--- config.mk ---
export PLATFORM = sky130hd
export DESIGN_NAME = fault_supervisor
export DESIGN_NICKNAME = d
export VERILOG_FILES = /design/src/rtl/fsup_pkg.sv /design/src/rtl/fsup_debounce.sv /design/src/rtl/fsup_temp_guard.sv /design/src/rtl/fsup_trip_latch.sv /design/src/rtl/fsup_sequencer.sv /design/src/rtl/fault_supervisor.sv
export SDC_FILE = /design/constraint.sdc
export NUM_CORES = 1
export LEC_CHECK = 0
export ABC_AREA = 0
export BUFFER_PORTS_ARGS = -buffer_cell sky130_fd_sc_hd__buf_2
export CAP_MARGIN = 20
export CORE_MARGIN = 1.5
export CORE_UTILIZATION = 25
export DETAILED_ROUTE_END_ITERATION = 6
export SYNTH_ARGS = -nofsm -noshare
export SYNTH_HDL_FRONTEND = slang
export SYNTH_SLANG_ARGS = --single-unit
export TNS_END_PERCENT = 50
--- constraint.sdc ---
create_clock -name clk_i -period 1.77 [get_ports clk_i]
set_input_delay 0.354 -clock clk_i [delete_from_list [all_inputs] [get_ports clk_i]]
set_output_delay 0.354 -clock clk_i [all_outputs]
set_load 0.03 [all_outputs]
--- src/rtl/fsup_pkg.sv ---
package fsup_pkg;
  localparam int unsigned NUM_TRIP = 4;
  localparam int unsigned CAUSE_W  = $clog2(NUM_TRIP + 1);

  typedef enum logic [CAUSE_W-1:0] {
    CAUSE_NONE     = 3'd0,
    CAUSE_VDD_OVP  = 3'd1,
    CAUSE_OUT_OVP  = 3'd2,
    CAUSE_TEMP     = 3'd3,
    CAUSE_OVERLOAD = 3'd4
  } cause_e;

  typedef enum logic [1:0] {
    ST_OFF  = 2'd0,
    ST_RUN  = 2'd1,
    ST_LOCK = 2'd2
  } seq_e;
endpackage

--- src/rtl/fsup_debounce.sv ---
module fsup_debounce #(
  parameter int unsigned LEN = 4
) (
  input  logic clk_i,
  input  logic rst_ni,
  input  logic clr_i,
  input  logic step_i,
  input  logic hit_i,
  output logic done_o
);
  localparam int unsigned W = $clog2(LEN + 1);
  localparam logic [W-1:0] LIM = W'(LEN);

  logic [W-1:0] cnt_q;

  // count consecutive qualified steps; a miss restarts
  always_ff @(posedge clk_i or negedge rst_ni) begin
    if (!rst_ni)         cnt_q <= '0;
    else if (clr_i)      cnt_q <= '0;
    else if (step_i) begin
      if (!hit_i)        cnt_q <= '0;
      else if (cnt_q != LIM) cnt_q <= cnt_q + 1'b1;
    end
  end

  assign done_o = (cnt_q == LIM);
endmodule

--- src/rtl/fsup_temp_guard.sv ---
module fsup_temp_guard #(
  parameter int unsigned FAST_LEN = 4,
  parameter int unsigned SLOW_LEN = 12
) (
  input  logic clk_i,
  input  logic rst_ni,
  input  logic clr_i,
  input  logic latch_lvl_i,
  input  logic fast_lvl_i,
  output logic done_o
);
  localparam int unsigned W = $clog2(SLOW_LEN + 1);
  localparam logic [W-1:0] LIM_SLOW = W'(SLOW_LEN);
  localparam logic [W-1:0] LIM_FAST = W'(FAST_LEN);

  logic [W-1:0] cnt_q;
  logic         fast_q;

  always_ff @(posedge clk_i or negedge rst_ni) begin
    if (!rst_ni) begin
      cnt_q  <= '0;
      fast_q <= 1'b0;
    end else if (clr_i) begin
      cnt_q  <= '0;
      fast_q <= 1'b0;
    end else begin
      fast_q <= latch_lvl_i & fast_lvl_i;
      if (!latch_lvl_i)          cnt_q <= '0;
      else if (cnt_q != LIM_SLOW) cnt_q <= cnt_q + 1'b1;
    end
  end

  // limit follows the level seen on the latest edge
  assign done_o = fast_q ? (cnt_q >= LIM_FAST) : (cnt_q >= LIM_SLOW);
endmodule

--- src/rtl/fsup_trip_latch.sv ---
module fsup_trip_latch #(
  parameter int unsigned N = 4
) (
  input  logic                       clk_i,
  input  logic                       rst_ni,
  input  logic                       clr_i,
  input  logic [N-1:0]               trip_i,
  output logic                       fault_o,
  output logic [$clog2(N+1)-1:0]     cause_o
);
  localparam int unsigned CW = $clog2(N + 1);

  logic [CW-1:0] pick;
  logic          fault_q;
  logic [CW-1:0] cause_q;

  // lowest index wins a tie
  always_comb begin
    pick = '0;
    for (int i = N - 1; i >= 0; i--) begin
      if (trip_i[i]) pick = CW'(i + 1);
    end
  end

  always_ff @(posedge clk_i or negedge rst_ni) begin
    if (!rst_ni) begin
      fault_q <= 1'b0;
      cause_q <= '0;
    end else if (clr_i) begin
      fault_q <= 1'b0;
      cause_q <= '0;
    end else if (!fault_q && (|trip_i)) begin
      fault_q <= 1'b1;
      cause_q <= pick;
    end
  end

  assign fault_o = fault_q;
  assign cause_o = cause_q;
endmodule

--- src/rtl/fsup_sequencer.sv ---
module fsup_sequencer
  import fsup_pkg::*;
(
  input  logic clk_i,
  input  logic rst_ni,
  input  logic vdd_on_i,
  input  logic vdd_run_i,
  input  logic vdd_alive_i,
  input  logic line_ok_i,
  input  logic uv_trip_i,
  input  logic vout_low_i,
  input  logic fault_i,
  input  logic light_i,
  output logic pwm_en_o,
  output logic pfc_en_o,
  output logic clamp_o
);
  seq_e st_q, st_d;
  logic on_q;
  logic uv_q;
  logic on_rise;
  logic bo_stop;

  assign on_rise = vdd_on_i & ~on_q;
  assign bo_stop = uv_q & vout_low_i;

  always_comb begin
    st_d = st_q;
    unique case (st_q)
      ST_OFF: begin
        if (fault_i) st_d = ST_LOCK;
        else if (vdd_alive_i && vdd_run_i && line_ok_i && on_rise) st_d = ST_RUN;
      end
      ST_RUN: begin
        if (fault_i) st_d = ST_LOCK;
        else if (!vdd_alive_i || !vdd_run_i || bo_stop) st_d = ST_OFF;
      end
      ST_LOCK: begin
        if (!vdd_alive_i) st_d = ST_OFF;
      end
      default: st_d = ST_OFF;
    endcase
  end

  always_ff @(posedge clk_i or negedge rst_ni) begin
    if (!rst_ni) begin
      st_q <= ST_OFF;
      on_q <= 1'b0;
      uv_q <= 1'b0;
    end else begin
      st_q <= st_d;
      on_q <= vdd_on_i;
      if (!vdd_alive_i || line_ok_i) uv_q <= 1'b0;
      else if (uv_trip_i)            uv_q <= 1'b1;
    end
  end

  assign pwm_en_o = (st_q == ST_RUN) & ~fault_i;
  assign pfc_en_o = pwm_en_o & ~light_i;
  assign clamp_o  = uv_q;
endmodule

--- src/rtl/fault_supervisor.sv ---
module fault_supervisor
  import fsup_pkg::*;
#(
  parameter int unsigned VDD_OVP_LEN   = 37500,
  parameter int unsigned OUT_OVP_LEN   = 3,
  parameter int unsigned TEMP_FAST_LEN = 25000,
  parameter int unsigned TEMP_SLOW_LEN = 2500000,
  parameter int unsigned OVERLOAD_LEN  = 12500000,
  parameter int unsigned LINE_LOW_LEN  = 25000000,
  parameter int unsigned LIGHT_LEN     = 125000000
) (
  input  logic       clk_i,
  input  logic       rst_ni,
  input  logic       vdd_on_i,
  input  logic       vdd_run_i,
  input  logic       vdd_alive_i,
  input  logic       vdd_ovp_i,
  input  logic       det_sample_i,
  input  logic       out_ovp_i,
  input  logic       temp_latch_i,
  input  logic       temp_fast_i,
  input  logic       overload_i,
  input  logic       line_low_i,
  input  logic       line_ok_i,
  input  logic       vout_low_i,
  input  logic       light_load_i,
  output logic       pfc_en_o,
  output logic       pwm_en_o,
  output logic       comp_clamp_o,
  output logic       fault_o,
  output logic [2:0] fault_cause_o
);
  localparam int unsigned NUM_DB = 4;
  localparam int unsigned DB_LEN [NUM_DB] = '{VDD_OVP_LEN, OVERLOAD_LEN, LINE_LOW_LEN, LIGHT_LEN};

  logic               full_rst;
  logic [NUM_DB-1:0]  db_hit;
  logic [NUM_DB-1:0]  db_done;
  logic               oov_done;
  logic               temp_done;
  logic [NUM_TRIP-1:0] trips;
  logic               fault;
  logic [CAUSE_W-1:0] cause;

  assign full_rst = ~vdd_alive_i;
  assign db_hit   = {light_load_i, line_low_i, overload_i, vdd_ovp_i};

  for (genvar g = 0; g < NUM_DB; g++) begin : g_db
    fsup_debounce #(.LEN(DB_LEN[g])) u_db (
      .clk_i  (clk_i),
      .rst_ni (rst_ni),
      .clr_i  (full_rst),
      .step_i (1'b1),
      .hit_i  (db_hit[g]),
      .done_o (db_done[g])
    );
  end

  fsup_debounce #(.LEN(OUT_OVP_LEN)) u_oov (
    .clk_i  (clk_i),
    .rst_ni (rst_ni),
    .clr_i  (full_rst),
    .step_i (det_sample_i),
    .hit_i  (out_ovp_i),
    .done_o (oov_done)
  );

  fsup_temp_guard #(.FAST_LEN(TEMP_FAST_LEN), .SLOW_LEN(TEMP_SLOW_LEN)) u_temp (
    .clk_i       (clk_i),
    .rst_ni      (rst_ni),
    .clr_i       (full_rst),
    .latch_lvl_i (temp_latch_i),
    .fast_lvl_i  (temp_fast_i),
    .done_o      (temp_done)
  );

  // bit order sets tie priority and cause code
  assign trips = {db_done[1], temp_done, oov_done, db_done[0]};

  fsup_trip_latch #(.N(NUM_TRIP)) u_latch (
    .clk_i   (clk_i),
    .rst_ni  (rst_ni),
    .clr_i   (full_rst),
    .trip_i  (trips),
    .fault_o (fault),
    .cause_o (cause)
  );

  fsup_sequencer u_seq (
    .clk_i       (clk_i),
    .rst_ni      (rst_ni),
    .vdd_on_i    (vdd_on_i),
    .vdd_run_i   (vdd_run_i),
    .vdd_alive_i (vdd_alive_i),
    .line_ok_i   (line_ok_i),
    .uv_trip_i   (db_done[2]),
    .vout_low_i  (vout_low_i),
    .fault_i     (fault),
    .light_i     (db_done[3]),
    .pwm_en_o    (pwm_en_o),
    .pfc_en_o    (pfc_en_o),
    .clamp_o     (comp_clamp_o)
  );

  assign fault_o       = fault;
  assign fault_cause_o = cause;
endmodule

After elaboration in Yosys (flattened, before gate mapping)
Index checks and enable logic that the tools add are counted.
{ "classes": {"reduce_logical": 15, "n_mux": 37, "n_lt_le_gt_ge": 2, "add_sub_neg": 6, "bitwise": 8, "n_eq_ne": 24} }
{ "op_table": {"columns": ["op", "n"], "rows": [
  ["$mux 27", 3],
  ["$mux 25", 3],
  ["$mux 24", 3],
  ["$mux 22", 3],
  ["$mux 16", 3],
  ["$add 27x1->27 const B", 1],
  ["$eq 27x27->1 const B", 1],
  ["$ne 27x27->1 const B", 1],
  ["$add 25x1->25 const B", 1],
  ["$eq 25x25->1 const B", 1],
  ["$ne 25x25->1 const B", 1],
  ["$add 24x1->24 const B", 1],
  ["$eq 24x24->1 const B", 1],
  ["$ne 24x24->1 const B", 1],
  ["$ne 3x2->1 const B", 8],
  ["$add 22x1->22 const B", 1],
  ["$ge 22x15->1 const B", 1],
  ["$ge 22x22->1 const B", 1],
  ["$ne 22x22->1 const B", 1],
  ["$mux 2", 9],
  ["$mux 3", 6],
  ["$add 16x1->16 const B", 1],
  ["$eq 16x16->1 const B", 1],
  ["$ne 16x16->1 const B", 1],
  ["other kinds (17)", 38]
]} }
{ "word_totals": {"register_bits": 125, "inputBits": 15} }

Depth between registers and ports, before layout
Gate-level depths: netlist of run 1.
{ "logic_depth": {"depth_word": 7, "depth_mapped": 8, "ltp_nobuf": 7} }

By module
From an unflattened synthesis of run 1, not the netlist that was laid out.
{ "hier_totals": {"cells_unflattened": 800, "area_unflattened_um2": 7206.9} }
{ "by_module_without_submodules": {"columns": ["mod", "n_inst", "area_per_inst_um2", "cells_each", "seq_area_each_um2"], "rows": [
  ["fsup_debounce (g_db[3].u_db)", 1, 1559.0, 176, 675.6],
  ["fsup_debounce (g_db[2].u_db)", 1, 1467.7, 167, 625.6],
  ["fsup_debounce (g_db[1].u_db)", 1, 1380.1, 156, 600.6],
  ["fsup_temp_guard", 1, 1291.2, 143, 575.6],
  ["fsup_debounce (g_db[0].u_db)", 1, 1002.2, 109, 400.4],
  ["fsup_trip_latch", 1, 202.7, 21, 100.1],
  ["fsup_sequencer", 1, 178.9, 15, 100.1],
  ["fsup_debounce (u_oov)", 1, 117.6, 11, 50.0],
  ["fault_supervisor", 1, 7.5, 2, 0.0]
]} }

Worst setup path after synthesis of run 1
No wires, ideal clock.
{ "synth_timing": {"path_type": "flip-flop to output port", "start": "reg g_db[3].u_db.cnt_q[0]", "end": "out pfc_en_o", "n_path_buf": 0, "setup_slack_ps": -234, "path_stages_with_launch": 7, "t_arrival_ps": 1650, "cell_sequence": "dfrtp_1 -> inv_1 -> ha_1 -> nand2_1 -> or4_4 -> nor4_4 -> nor2b_1"} }
{ "synth_via": {"elab_chain_len": 3} }
{ "synth_lines": {"columns": ["element", "line", "rtl"], "rows": [
  ["start, declared", "fsup_debounce.sv:14", "logic [W-1:0] cnt_q;"],
  ["start signal, assigned", "fsup_debounce.sv:22", "else if (cnt_q != LIM) cnt_q <= cnt_q + 1'b1;"],
  ["$eq 27x27->1", "fsup_debounce.sv:26", "assign done_o = (cnt_q == LIM);"],
  ["$not 1->1", "fsup_sequencer.sv:59", "assign pfc_en_o = pwm_en_o & ~light_i;"],
  ["$and 1x1->1", "fsup_sequencer.sv:59", null],
  ["end, declared", "fault_supervisor.sv:27", "output logic pfc_en_o,"]
]} }
Every way passes these cells.

Final worst setup path of run 1
Ends and elaborated chain as after synthesis.

==> impl_summary.txt, run 1 <==
----------------------------------------------------
[Outcome]
  Outcome ... finished, violations left
  Violated checks ... setup timing

[Routing]
  Residual DRC count ... 0
  Antenna viol nets, final ... 0
  Routed WL per cell ... 12.6 um
  Number of search-and-repair iterations in the first detailed-routing pass ... 4
  Total routed wirelength ... 14700 um
  Vias ... 5382
  First-iteration detailed-routing DRC count ... 266
  Via density ... 4.59

[Logic synthesis]
  Synth Net Count ... 720
  Number of instances in the synthesized netlist ... 694
  Number of enable-type register cells in the synthesized netlist ... 0
  Post-Synthesis Cell Area ... 6650 um2
  Yosys warning total ... 0
  Portion of the post-synthesis area used by sequential elements ... 0.470
  Proportion of synthesized flip-flops having asynchronous set or reset ... 1.00
  Flop and latch count out of synthesis ... 125
  Count of different cell masters after synthesis ... 60
  Most instantiated flip-flop cell in the synthesis netlist ... dfrtp_1
  Avg Cell Area, Syn ... 9.59 um2

[Cells and area]
  Final core utilization ... 0.336
  Nets ... 851
  Total area of multi-input combinational cells ... 3540 um2
  Number of antenna diodes ... 0
  Sequential Area ... 3130 um2
  Final Non-Filler Cells ... 1173
  Final Cell Area ... 8770 um2
  Share of cells above drive strength 1 ... 0.276
  Area delta synth->final ... 31.7%
  Layout filler cell count ... 2660

[Timing]
  Number of hold violations in the final report ... 0
  Max frequency ... 447 MHz
  Final Skew ... 7.77 ps
  Worst slew margin relative to its limit ... 0.601
  Hold WS ... 50.8 ps
  Final sum of negative setup slack ... -2480 ps
  Period minus WS final ... 2240 ps
  Least-Margin Pin Slew ... 596 ps
  Final Max Slew Viols ... 0
  Post-route worst setup slack ... -467 ps
  Setup repair after global routing missed its margin ... true
  Post-route fraction of the period consumed by the critical path ... 1.26
  Number of endpoints failing setup at the final stage ... 17

[Pwr]
  Pwr per Cell Area ... 750 nW/um2
  Peak ir drop on the vdd network ... 0.000432 V
  Leakage dissipation ... 3.79 nW
  Power Total ... 6.57 mW

[Setup path]
  Critical path data arrival time ... 1880 ps
  Worst reg2reg endpoint ... g_db[0].u_db.cnt_q[4]
  Type of element capturing the critical path ... output port
  Highest fanout seen on the critical path ... 2
  CP Launch Type ... register
  WS Path Type ... register to output port
  Launch point of the worst reg-to-reg path ... g_db[0].u_db.cnt_q[0]
  Setup slack on the worst flop-to-flop path ... -230 ps
  Data required time of the critical path ... 1420 ps
  Length in cells of the worst reg-to-reg path ... 9

[Clock network]
  Post-CTS clock slew at the launch and capture registers of the worst setup and hold paths ... 60 ps
  Clk sink count ... 125
  TritonCTS clock tree ... yes
  Root buffer cell ... clkbuf_16
  Source-to-sink clock delay at the later pin of the worst-skew pair ... 420 ps
  Number of buffers added by the clock tree synthesis step ... 17
  CTS Buffer Depth ... 2
  Number of H-tree levels ... 4

[Place]
  Post-detail-place hpwl ... 10000 um
  Worst slack at placement ... -147 ps
  RePlAce Congestion ... 0.788
  DP Area ... 7870 um2
  Port-buffer cells ... 21
  Inst Count DP ... 1128

[Min path]
  Worst hold endpoint ... u_seq.on_q
  Start point of the worst min-delay path ... vdd_on_i
  Class of the tightest hold or removal check ... input port to register
  Cell depth of the worst min-delay path ... 1

[Die]
  Starting density of the core ... 0.255
  Floorplan core area ... 26100 um2
  Total Die Area ... 27600 um2
  Std-Cell Rows ... 59
  I/O pin total ... 22
  Horizontal extent of the die ... 166 um
  Chip height ... 166 um

[Global routing]
  GRT Residual Overflow ... 0
  Number of antenna violations at the first check in global routing ... 0
  Pin count of the biggest net entering global routing ... 72
  Overall global routing resource usage ... 0.109
  Global-route wire length before repair ... 25000 um
  Vias in the first global route ... 5195

[Flow run]
  Max-cap check violation count ... 0

----------------------------------------------------
## Yosys cell counts, types with 4 or more instances
cell      count  area share
and3_1       13       0.012
nand4_1      34       0.032
o21ai_0       8      0.0060
inv_1        22       0.012
a21oi_1      15       0.011
or3_1        10      0.0094
and4_1        9       0.012
mux2i_1       4      0.0060
xor2_1       63       0.083
clkbuf_1     15      0.0085
nor4_4        4       0.013
dfrtp_1     125        0.47
a31oi_1       5      0.0047
nor4bb_1      4      0.0060
nand3_1      44       0.033
nor4_1       13       0.012
xnor2_1      30       0.039
nand2_1      62       0.035
or4_1         5      0.0056
ha_1         11       0.021
and2_1        4      0.0038
nor2_1      118       0.067
nor3_1       15       0.011
## power breakdown
part           switching (mW)  internal [mW]
clock network            1.39           1.99
registers              0.0192           2.88
logic                   0.191          0.110
total                    1.60           4.98
## registers in the layout, summed over array words and instances, names as in the netlist
register,flops
g_db.u_db.cnt_q,92
u_latch.cause_o,3
u_latch.fault_o,1
u_oov.cnt_q,2
u_seq.clamp_o,1
u_seq.on_q,1
u_seq.st_q,2
u_temp.cnt_q,22
u_temp.fast_q,1
## logic make-up after synthesis
| kind of cell | share of synthesized area |
|---|---|
| AND/OR/NAND/NOR | 0.311 |
| flip-flops | 0.470 |
| XOR/XNOR | 0.122 |
| AO/OA/AOI/OAI | 0.0419 |
| buffers and inverters | 0.0275 |
| adder cells (fa/ha/maj) | 0.0207 |
| multiplexers | 0.00602 |
## worst max-delay path by stage
stage | from | endpoint | slack, ps
after detailed placement | g_db[0].u_db.cnt_q[0] | u_latch.cause_o[0] | -150
after global placement | g_db[0].u_db.cnt_q[0] | u_latch.cause_o[0] | -140
after global routing | g_db[3].u_db.cnt_q[0] | pfc_en_o | -570
after floorplan | g_db[0].u_db.cnt_q[0] | u_latch.cause_o[0] | -130
final | g_db[3].u_db.cnt_q[0] | pfc_en_o | -470
after CTS | g_db[3].u_db.cnt_q[0] | pfc_en_o | -510
## final cells by class
class,instances,area share
Multi-Input combinational cell,525,0.404
Sequential cell,125,0.358
Timing Repair Buffer,134,0.116
Inverter,22,0.00942
Clock inverter,14,0.0156
Clock buffer,18,0.0501
Tap cell,335,0.0478
## layer usage
layer	wire length, um	GRT usage
met5	0	0
met4	159	0.0360
met2	6890	0.170
met1	7180	0.149
met3	522	0.0269
## critical path, cell delays in order, from the launching register on
cell and delay [ps]:
dfrtp_1 390, inv_2 60, ha_1 130, nand2_1 50
or4_4 420, nor4_4 200, nor2b_2 70, buf_6 140
## cells in the final DEF, fill, tap and decap left out, types with 4 or more instances in the layout
cell | Yosys | routed
and2_1 | 4 | 4
or3_1 | 10 | 9
inv_2 | 0 | 4
a31oi_1 | 5 | 5
clkbuf_16 | 0 | 17
o21ai_0 | 8 | 6
inv_6 | 0 | 4
a21oi_1 | 15 | 11
a21oi_2 | 1 | 5
or4_4 | 3 | 7
nor3_2 | 3 | 5
nand3_1 | 44 | 44
xor2_1 | 63 | 63
and3_1 | 13 | 13
dfrtp_1 | 125 | 120
nor4_2 | 3 | 6
nor4_4 | 4 | 6
nor2_1 | 118 | 115
xnor2_1 | 30 | 29
inv_1 | 22 | 18
clkinvlp_4 | 0 | 6
dfrtp_2 | 0 | 5
and4_1 | 9 | 8
nand2_1 | 62 | 59
buf_2 | 3 | 19
mux2i_1 | 4 | 4
ha_1 | 11 | 9
nor3_1 | 15 | 10
buf_6 | 1 | 8
nand4_1 | 34 | 34
buf_4 | 1 | 104
nor4bb_1 | 4 | 4
nor4_1 | 13 | 8
## what timing repair did
action | CTS | global route
resized for setup | 10 | 49
setup endpoints to repair | 19 | 42
hold buffers | 1 | 0
gates cloned | 0 | 0
endpoints found under the hold margin | 94 | 0
pin swaps | 8 | 29
buffers inserted | 3 | 9
No activity file was read; power rests on OpenSTA's default activity.
==> inputs of run 2 (changes only) <==
--- a/config.mk
+++ b/config.mk
@@ -5,12 +5,13 @@
 export SDC_FILE = /design/constraint.sdc
 export NUM_CORES = 1
 export LEC_CHECK = 0
-export ABC_AREA = 0
+export ABC_AREA = 1
 export BUFFER_PORTS_ARGS = -buffer_cell sky130_fd_sc_hd__buf_2
 export CAP_MARGIN = 20
 export CORE_MARGIN = 1.5
-export CORE_UTILIZATION = 25
+export CORE_UTILIZATION = 56
 export DETAILED_ROUTE_END_ITERATION = 6
+export PLACE_DENSITY = 0.76
 export SYNTH_ARGS = -nofsm -noshare
 export SYNTH_HDL_FRONTEND = slang
 export SYNTH_SLANG_ARGS = --single-unit
==> run 2 against run 1 <==
The flow still finishes with violations (setup timing). Sequential cell count stayed put. Critical path type unchanged. Largest power group unchanged. Area after synthesis increased by 6.0%. Clock skew is 0.63 ps lower. Critical endpoint unchanged. Largest cell class unchanged.
==> impl_summary.txt, run 2 <==
----------------------------------------------------
[Timing]
  Setup repair after global routing missed its margin ... true (unchanged)
  Period minus WS final ... 2240 ps (about the same)
  Worst slew margin relative to its limit ... 0.696 (was 0.601)
  Final Max Slew Viols ... 0 (unchanged)
  Post-route fraction of the period consumed by the critical path ... 1.26 (about the same)
  Max frequency ... 447 MHz (about the same)
  Post-route worst setup slack ... -468 ps (was -467 ps)
  Number of hold violations in the final report ... 0 (unchanged)
  Number of endpoints failing setup at the final stage ... 7 (was 17)
  Least-Margin Pin Slew ... 455 ps (was 596 ps)
  Final Skew ... 7.14 ps (was 7.77 ps)

[Die]
  Starting density of the core ... 0.580 (was 0.255)
  I/O pin total ... 22 (unchanged)
  Chip height ... 115 um (was 166 um)
  Floorplan core area ... 12200 um2 (was 26100 um2)
  Horizontal extent of the die ... 115 um (was 166 um)
  Total Die Area ... 13300 um2 (was 27600 um2)
  Std-Cell Rows ... 40 (was 59)

[Setup path]
  Highest fanout seen on the critical path ... 2 (unchanged)
  Type of element capturing the critical path ... output port (unchanged)
  WS Path Type ... register to output port (unchanged)
  Critical path data arrival time ... 1880 ps (about the same)
  Data required time of the critical path ... 1420 ps (about the same)
  CP Launch Type ... register (unchanged)

[Logic synthesis]
  Proportion of synthesized flip-flops having asynchronous set or reset ... 1.00 (unchanged)
  Top-area cell type share of the netlist area ... 0.444 (was 0.470)
  Portion of the post-synthesis area used by sequential elements ... 0.444 (was 0.470)
  Flop and latch count out of synthesis ... 125 (unchanged)
  Most instantiated flip-flop cell in the synthesis netlist ... dfrtp_1 (unchanged)
  Post-Synthesis Cell Area ... 7050 um2 (was 6650 um2)
  Dominant cell by count in the synthesized netlist ... nand2_1 (was dfrtp_1)
  Number of instances in the synthesized netlist ... 923 (was 694)
  Count of different cell masters after synthesis ... 42 (was 60)
  Most frequent cells after synthesis ... 155 x nand2_1, 130 x inv_1, 125 x dfrtp_1 (was 125 x dfrtp_1, 118 x nor2_1, 63 x xor2_1)
  Yosys warning total ... 0 (unchanged)
  Avg Cell Area, Syn ... 7.64 um2 (was 9.59 um2)
  Number of enable-type register cells in the synthesized netlist ... 0 (unchanged)
  Leading post-synthesis cells by cell area ... dfrtp_1 44%, nand2_1 8.3%, inv_1 6.9%, nor2_1 6.1%, a21oi_1 5.3% (was dfrtp_1 47%, xor2_1 8.3%, nor2_1 6.7%, xnor2_1 3.9%, nand2_1 3.5%)
  Dominant cell type by area after synthesis ... dfrtp_1 (unchanged)
  Synth Net Count ... 949 (was 720)

[Global routing]
  Routing usage on met2 ... 0.447 (was 0.170)
  Met1 GRT Util ... 0.334 (was 0.149)
  Overall global routing resource usage ... 0.264 (was 0.109)
  Grt peak-use layer ... met2 (unchanged)
  GRT Residual Overflow ... 0 (unchanged)
  Pin count of the biggest net entering global routing ... 35 (was 72)
  Vias in the first global route ... 6294 (was 5195)
  Met3 track utilization from global routing ... 0.0664 (was 0.0269)
  Number of antenna violations at the first check in global routing ... 0 (unchanged)
  Global-route wire length before repair ... 27800 um (was 25000 um)

[Pwr]
  Leakage dissipation ... 3.82 nW (was 3.79 nW)
  Peak ir drop on the vdd network ... 0.000703 V (was 0.000432 V)
  Power Total ... 6.41 mW (was 6.57 mW)
  Pwr per Cell Area ... 745 nW/um2 (was 750 nW/um2)

[Cells and area]
  Commonest non-fill, non-tap cell in the layout ... nand2_1 (was dfrtp_1)
  Number of antenna diodes ... 0 (unchanged)
  Final Non-Filler Cells ... 1188 (was 1173)
  Max FFs per register ... 92 (unchanged)
  Largest Register ... g_db.u_db.cnt_q (unchanged)
  Nets ... 1038 (was 851)
  Share of cells above drive strength 1 ... 0.197 (was 0.276)
  Most frequent cells in the layout ... 145 x nand2_1, 129 x inv_1, 125 x dfrtp_1 (was 120 x dfrtp_1, 115 x nor2_1, 104 x buf_4)
  Area delta synth->final ... 22.0% (was 31.7%)

[Place]
  Inst Count DP ... 1143 (was 1128)
  Post-detail-place hpwl ... 11400 um (was 10000 um)
  RePlAce Congestion ... 0.898 (was 0.788)
  Worst slack at placement ... -71.9 ps (was -147 ps)
  Port-buffer cells ... 21 (unchanged)

[Clock network]
  Number of H-tree levels ... 4 (unchanged)
  Clk sink count ... 125 (unchanged)
  Post-CTS clock slew at the launch and capture registers of the worst setup and hold paths ... 50 ps (was 60 ps)
  CTS Buffer Depth ... 2 (unchanged)
  Number of buffers added by the clock tree synthesis step ... 17 (unchanged)
  Root buffer cell ... clkbuf_16 (unchanged)
  Source-to-sink clock delay at the later pin of the worst-skew pair ... 410 ps (was 420 ps)
  TritonCTS clock tree ... yes (unchanged)

[Routing]
  Vias ... 6544 (was 5382)
  Antenna viol nets, final ... 0 (unchanged)
  Residual DRC count ... 0 (unchanged)
  Number of search-and-repair iterations in the first detailed-routing pass ... 5 (was 4)
  Routed WL per cell ... 14.2 um (was 12.6 um)
  First-iteration detailed-routing DRC count ... 578 (was 266)
  Via density ... 5.51 (was 4.59)
  Total routed wirelength ... 16900 um (was 14700 um)

[Outcome]
  Outcome ... finished, violations left (unchanged)
  Violated checks ... setup timing (unchanged)

[Flow run]
  Max-cap check violation count ... 0 (unchanged)

[Min path]
  Class of the tightest hold or removal check ... input port to register (unchanged)

----------------------------------------------------
run 2: stage by stage:
| stage | area, um2 | TNS [ps] | hold WS (ps) | utilization |
|---|---|---|---|---|
| finish | 8600 | -614 | 64.9 | 0.707 |
| global placement | 7680 | -57.6 | 318 | 0.631 |
| detailed placement | 7680 | -83.2 | 321 | 0.631 |
| floorplan | 7060 | 0 | 58.4 | - |
| CTS | 8240 | -473 | 56.5 | 0.678 |
| global route | 8600 | -2590 | 54.5 | 0.707 |
run 2: repair_timing:
item                                    CTS  global route
pin swaps                                 0            20
gates resized for setup                   6            58
setup buffers                             0            17
hold endpoints to repair                 26             0
endpoints found under the setup margin    5            43
hold buffers                              1             0
run 2: layout make-up:
type	instances	area, um2
flip-flops and latches	125	3130
clock buffers	25	495
clock inverters	2	35.0
repair buffers	80	599
multi-input cells	646	3600
fillers	989	3560
inverters	142	533
well taps	168	210
run 2: per-layer routing:
metal  wire, um  part of all wire  vias up
li1           -                 -     3251
met1       7660              0.45     3111
met2       8340              0.49      158
met3        651             0.039       24
met4        226             0.013        0
met5          0                 0        -
run 2: logic make-up (layout without fill, tap and decap cells):
group | after synthesis | in the layout | synth area share
flops | 125 | 125 | 0.444
fa+ha+maj | 11 | 11 | 0.0195
compound gates | 157 | 157 | 0.119
buf+inv | 152 | 249 | 0.0814
xor+xnor | 8 | 8 | 0.00994
simple gates | 470 | 470 | 0.327
run 2: final timing paths:
path                                        start                      to  slack, ps  cells past startpoint
max in group asynchronous                  rst_ni         u_temp.cnt_q[7]        820                      3
max                        g_db[3].u_db.cnt_q[19]                pfc_en_o       -470                      7
min in group asynchronous                  rst_ni   g_db[1].u_db.cnt_q[8]        420                      2
max reg2reg                       u_temp.cnt_q[1]        u_temp.cnt_q[20]        -60                     11
min reg2reg                g_db[3].u_db.cnt_q[11]  g_db[3].u_db.cnt_q[11]        500                      1
min                                      vdd_on_i              u_seq.on_q         60                      1
run 2: critical path: stages (launching register included):
cell and delay (ps):
dfrtp_1 390, nor3_2 220, nand4_1 110, or2_1 260, nor3_2 150, buf_4 140
nor4_2 30, buf_4 170
run 2: power by group:
| group | switching, mW | internal, mW | total [mW] |
|---|---|---|---|
| clock | 1.15 | 2.04 | 3.19 |
| sequential | 0.0199 | 2.88 | 2.90 |
| combinational | 0.213 | 0.102 | 0.315 |
| total | 1.39 | 5.02 | 6.41 |
==> inputs of run 3 (changes only) <==
--- a/config.mk
+++ b/config.mk
@@ -8,10 +8,13 @@
 export ABC_AREA = 1
 export BUFFER_PORTS_ARGS = -buffer_cell sky130_fd_sc_hd__buf_2
 export CAP_MARGIN = 20
+export CELL_PAD_IN_SITES_DETAIL_PLACEMENT = 2
+export CELL_PAD_IN_SITES_GLOBAL_PLACEMENT = 2
 export CORE_MARGIN = 1.5
-export CORE_UTILIZATION = 56
+export CORE_UTILIZATION = 34
 export DETAILED_ROUTE_END_ITERATION = 6
-export PLACE_DENSITY = 0.76
+export PLACE_DENSITY_LB_ADDON = 0.1
+export SKIP_CTS_REPAIR_TIMING = 1
 export SYNTH_ARGS = -nofsm -noshare
 export SYNTH_HDL_FRONTEND = slang
 export SYNTH_SLANG_ARGS = --single-unit
==> run 3 against run 2 <==
The flow still finishes with violations (setup timing). Sequential share of layout area decreased by 2.1 points. Combinational power increased by 12%. Wire length increased by 41%. Highest routed layer unchanged.
==> impl_summary.txt, run 3 (synthesized netlist as in run 2, its figures left out) <==
----------------------------------------------------
[Timing]
  Final sum of negative setup slack ... -1010 ps (was -614 ps)
  Period minus WS final ... 2230 ps (was 2240 ps)
  Worst slew margin relative to its limit ... 0.677 (was 0.696)
  Setup repair after global routing missed its margin ... true (unchanged)
  Post-route worst setup slack ... -458 ps (was -468 ps)
  Number of hold violations in the final report ... 0 (unchanged)
  Max frequency ... 449 MHz (was 447 MHz)
  Post-route fraction of the period consumed by the critical path ... 1.26 (about the same)
  Least-Margin Pin Slew ... 483 ps (was 455 ps)
  Number of endpoints failing setup at the final stage ... 8 (was 7)
  Hold WS ... 58.4 ps (was 64.9 ps)
  Final Skew ... 10.5 ps (was 7.14 ps)
  Final Max Slew Viols ... 0 (unchanged)

[Cells and area]
  Max FFs per register ... 92 (unchanged)
  Sequential Area ... 3130 um2 (about the same)
  Final Cell Area ... 9150 um2 (was 8600 um2)
  Number of antenna diodes ... 0 (unchanged)
  Share of cells above drive strength 1 ... 0.265 (was 0.197)
  Area delta synth->final ... 29.7% (was 22.0%)
  Commonest non-fill, non-tap cell in the layout ... nand2_1 (unchanged)
  Most frequent cells in the layout ... 136 x nand2_1, 121 x inv_1, 120 x dfrtp_1 (was 145 x nand2_1, 129 x inv_1, 125 x dfrtp_1)
  Total area of multi-input combinational cells ... 3770 um2 (was 3600 um2)
  Layout filler cell count ... 2313 (was 989)
  Nets ... 1062 (was 1038)
  Largest Register ... g_db.u_db.cnt_q (unchanged)

[Setup path]
  Critical path data arrival time ... 1870 ps (was 1880 ps)
  Crit path cell chain ... inv_1, ha_1, nand4_1, nor3_2, buf_4, nor4_2, buf_4 (was nor3_2, nand4_1, or2_1, nor3_2, buf_4, nor4_2, buf_4)
  Destination of the critical timing path ... pfc_en_o (unchanged)
  Highest fanout seen on the critical path ... 3 (was 2)
  Critical path startpoint ... g_db[3].u_db.cnt_q[1] (was g_db[3].u_db.cnt_q[19])
  CP Launch Type ... register (unchanged)
  Setup slack on the worst flop-to-flop path ... -160 ps (was -60 ps)
  Delay contributed by the slowest stage of the critical path ... 440 ps (was 390 ps)
  Slowest stage cell, crit path ... dfrtp_1 (unchanged)
  Data required time of the critical path ... 1420 ps (about the same)
  Most used cell along the critical path ... buf_4
  Worst reg2reg endpoint ... g_db[3].u_db.cnt_q[26] (was u_temp.cnt_q[20])
  Length in cells of the worst reg-to-reg path ... 13 (was 11)
  Launch point of the worst reg-to-reg path ... g_db[3].u_db.cnt_q[0] (was u_temp.cnt_q[1])
  Type of element capturing the critical path ... output port (unchanged)
  WS Path Type ... register to output port (unchanged)

[Global routing]
  Overall global routing resource usage ... 0.222 (was 0.264)
  Number of antenna violations at the first check in global routing ... 0 (unchanged)
  Routing usage on met2 ... 0.407 (was 0.447)
  GRT Residual Overflow ... 0 (unchanged)
  Vias in the first global route ... 7704 (was 6294)
  Met3 track utilization from global routing ... 0.0317 (was 0.0664)
  Global-route wire length before repair ... 38300 um (was 27800 um)
  Pin count of the biggest net entering global routing ... 38 (was 35)
  Grt peak-use layer ... met2 (unchanged)
  Met1 GRT Util ... 0.266 (was 0.334)

[Flow run]
  Max-cap check violation count ... 0 (unchanged)

[Pwr]
  Pwr per Cell Area ... 752 nW/um2 (was 745 nW/um2)
  Power Total ... 6.88 mW (was 6.41 mW)
  Leakage dissipation ... 4.01 nW (was 3.82 nW)
  Peak ir drop on the vdd network ... 0.000731 V (was 0.000703 V)

[Routing]
  Total routed wirelength ... 23800 um (was 16900 um)
  First-iteration detailed-routing DRC count ... 214 (was 578)
  Via density ... 5.22 (was 5.51)
  Number of search-and-repair iterations in the first detailed-routing pass ... 4 (was 5)
  Vias ... 6880 (was 6544)
  Routed WL per cell ... 18.0 um (was 14.2 um)
  Residual DRC count ... 0 (unchanged)
  Antenna viol nets, final ... 0 (unchanged)

[Min path]
  Class of the tightest hold or removal check ... input port to register (unchanged)

[Place]
  Worst slack at placement ... -98.0 ps (was -71.9 ps)
  Post-detail-place hpwl ... 16700 um (was 11400 um)
  Port-buffer cells ... 21 (unchanged)
  DP Area ... 7920 um2 (was 7680 um2)
  RePlAce Congestion ... 0.818 (was 0.898)

[Die]
  Horizontal extent of the die ... 147 um (was 115 um)
  Total Die Area ... 21600 um2 (was 13300 um2)
  Floorplan core area ... 20300 um2 (was 12200 um2)
  Chip height ... 147 um (was 115 um)
  I/O pin total ... 22 (unchanged)
  Starting density of the core ... 0.347 (was 0.580)
  Std-Cell Rows ... 52 (was 40)

[Outcome]
  Violated checks ... setup timing (unchanged)
  Outcome ... finished, violations left (unchanged)

[Clock network]
  Number of buffers added by the clock tree synthesis step ... 17 (unchanged)
  Clk sink count ... 125 (unchanged)
  Number of H-tree levels ... 4 (unchanged)
  CTS Buffer Depth ... 2 (unchanged)
  Post-CTS clock slew at the launch and capture registers of the worst setup and hold paths ... 50 ps (about the same)
  Root buffer cell ... clkbuf_16 (unchanged)
  Source-to-sink clock delay at the later pin of the worst-skew pair ... 430 ps (was 410 ps)
  TritonCTS clock tree ... yes (unchanged)

----------------------------------------------------
[run 3: cell types whose count changed in the layout (fill, tap and decap cells not counted), moves of 6 or more]
cell,delta
nand2_2,+6
buf_4,+19
nor2_2,+7
nor2_1,-9
inv_1,-8
nand2_1,-9
[run 3: how the worst min path moves through the flow]
stage               slack (ps)  cells after the start                     end     start
CTS                       -170                      1   g_db[3].u_db.cnt_q[5]    rst_ni
global route                50                      1              u_seq.on_q  vdd_on_i
finish                      60                      1              u_seq.on_q  vdd_on_i
detailed placement         280                      1   g_db[3].u_db.cnt_q[8]    rst_ni
global placement           280                      1  g_db[3].u_db.cnt_q[10]    rst_ni
floorplan                   60                      0   g_db[0].u_db.cnt_q[0]    rst_ni
[run 3: critical path: cells and delay by family (launching register included)]
kind / cells / cell delay, ps
buf+inv: 3 / 460
flops: 1 / 440
simple gates: 3 / 370
fa+ha+maj: 1 / 180
[run 3: layer usage]
layer / wire length (um) / vias to the layer above
met3: 478 / 33
li1: - / 3288
met5: 0 / -
met1: 10300 / 3489
met2: 12600 / 70
met4: 381 / 0
[run 3: cell type report]
cell class,count,area share
tap,270,0.0369
clock buffer,22,0.0518
multi-input combinational,646,0.412
sequential,125,0.343
clock inverter,8,0.0126
inverter,142,0.0585
timing repair buffer,104,0.0856
[run 3: per-stage QoR]
stage	utilization	std cells
2_1_floorplan	-	923
3_3_place_gp	0.390	1261
3_5_place_dp	0.390	1261
4_1_cts	0.419	1291
5_1_grt	0.451	1317
6_report	0.451	1317
[run 3: report_power, final]
part           internal (mW)  switching [mW]
clock network           2.30            1.32
registers               2.88          0.0238
logic                  0.112           0.241
total                   5.29            1.59
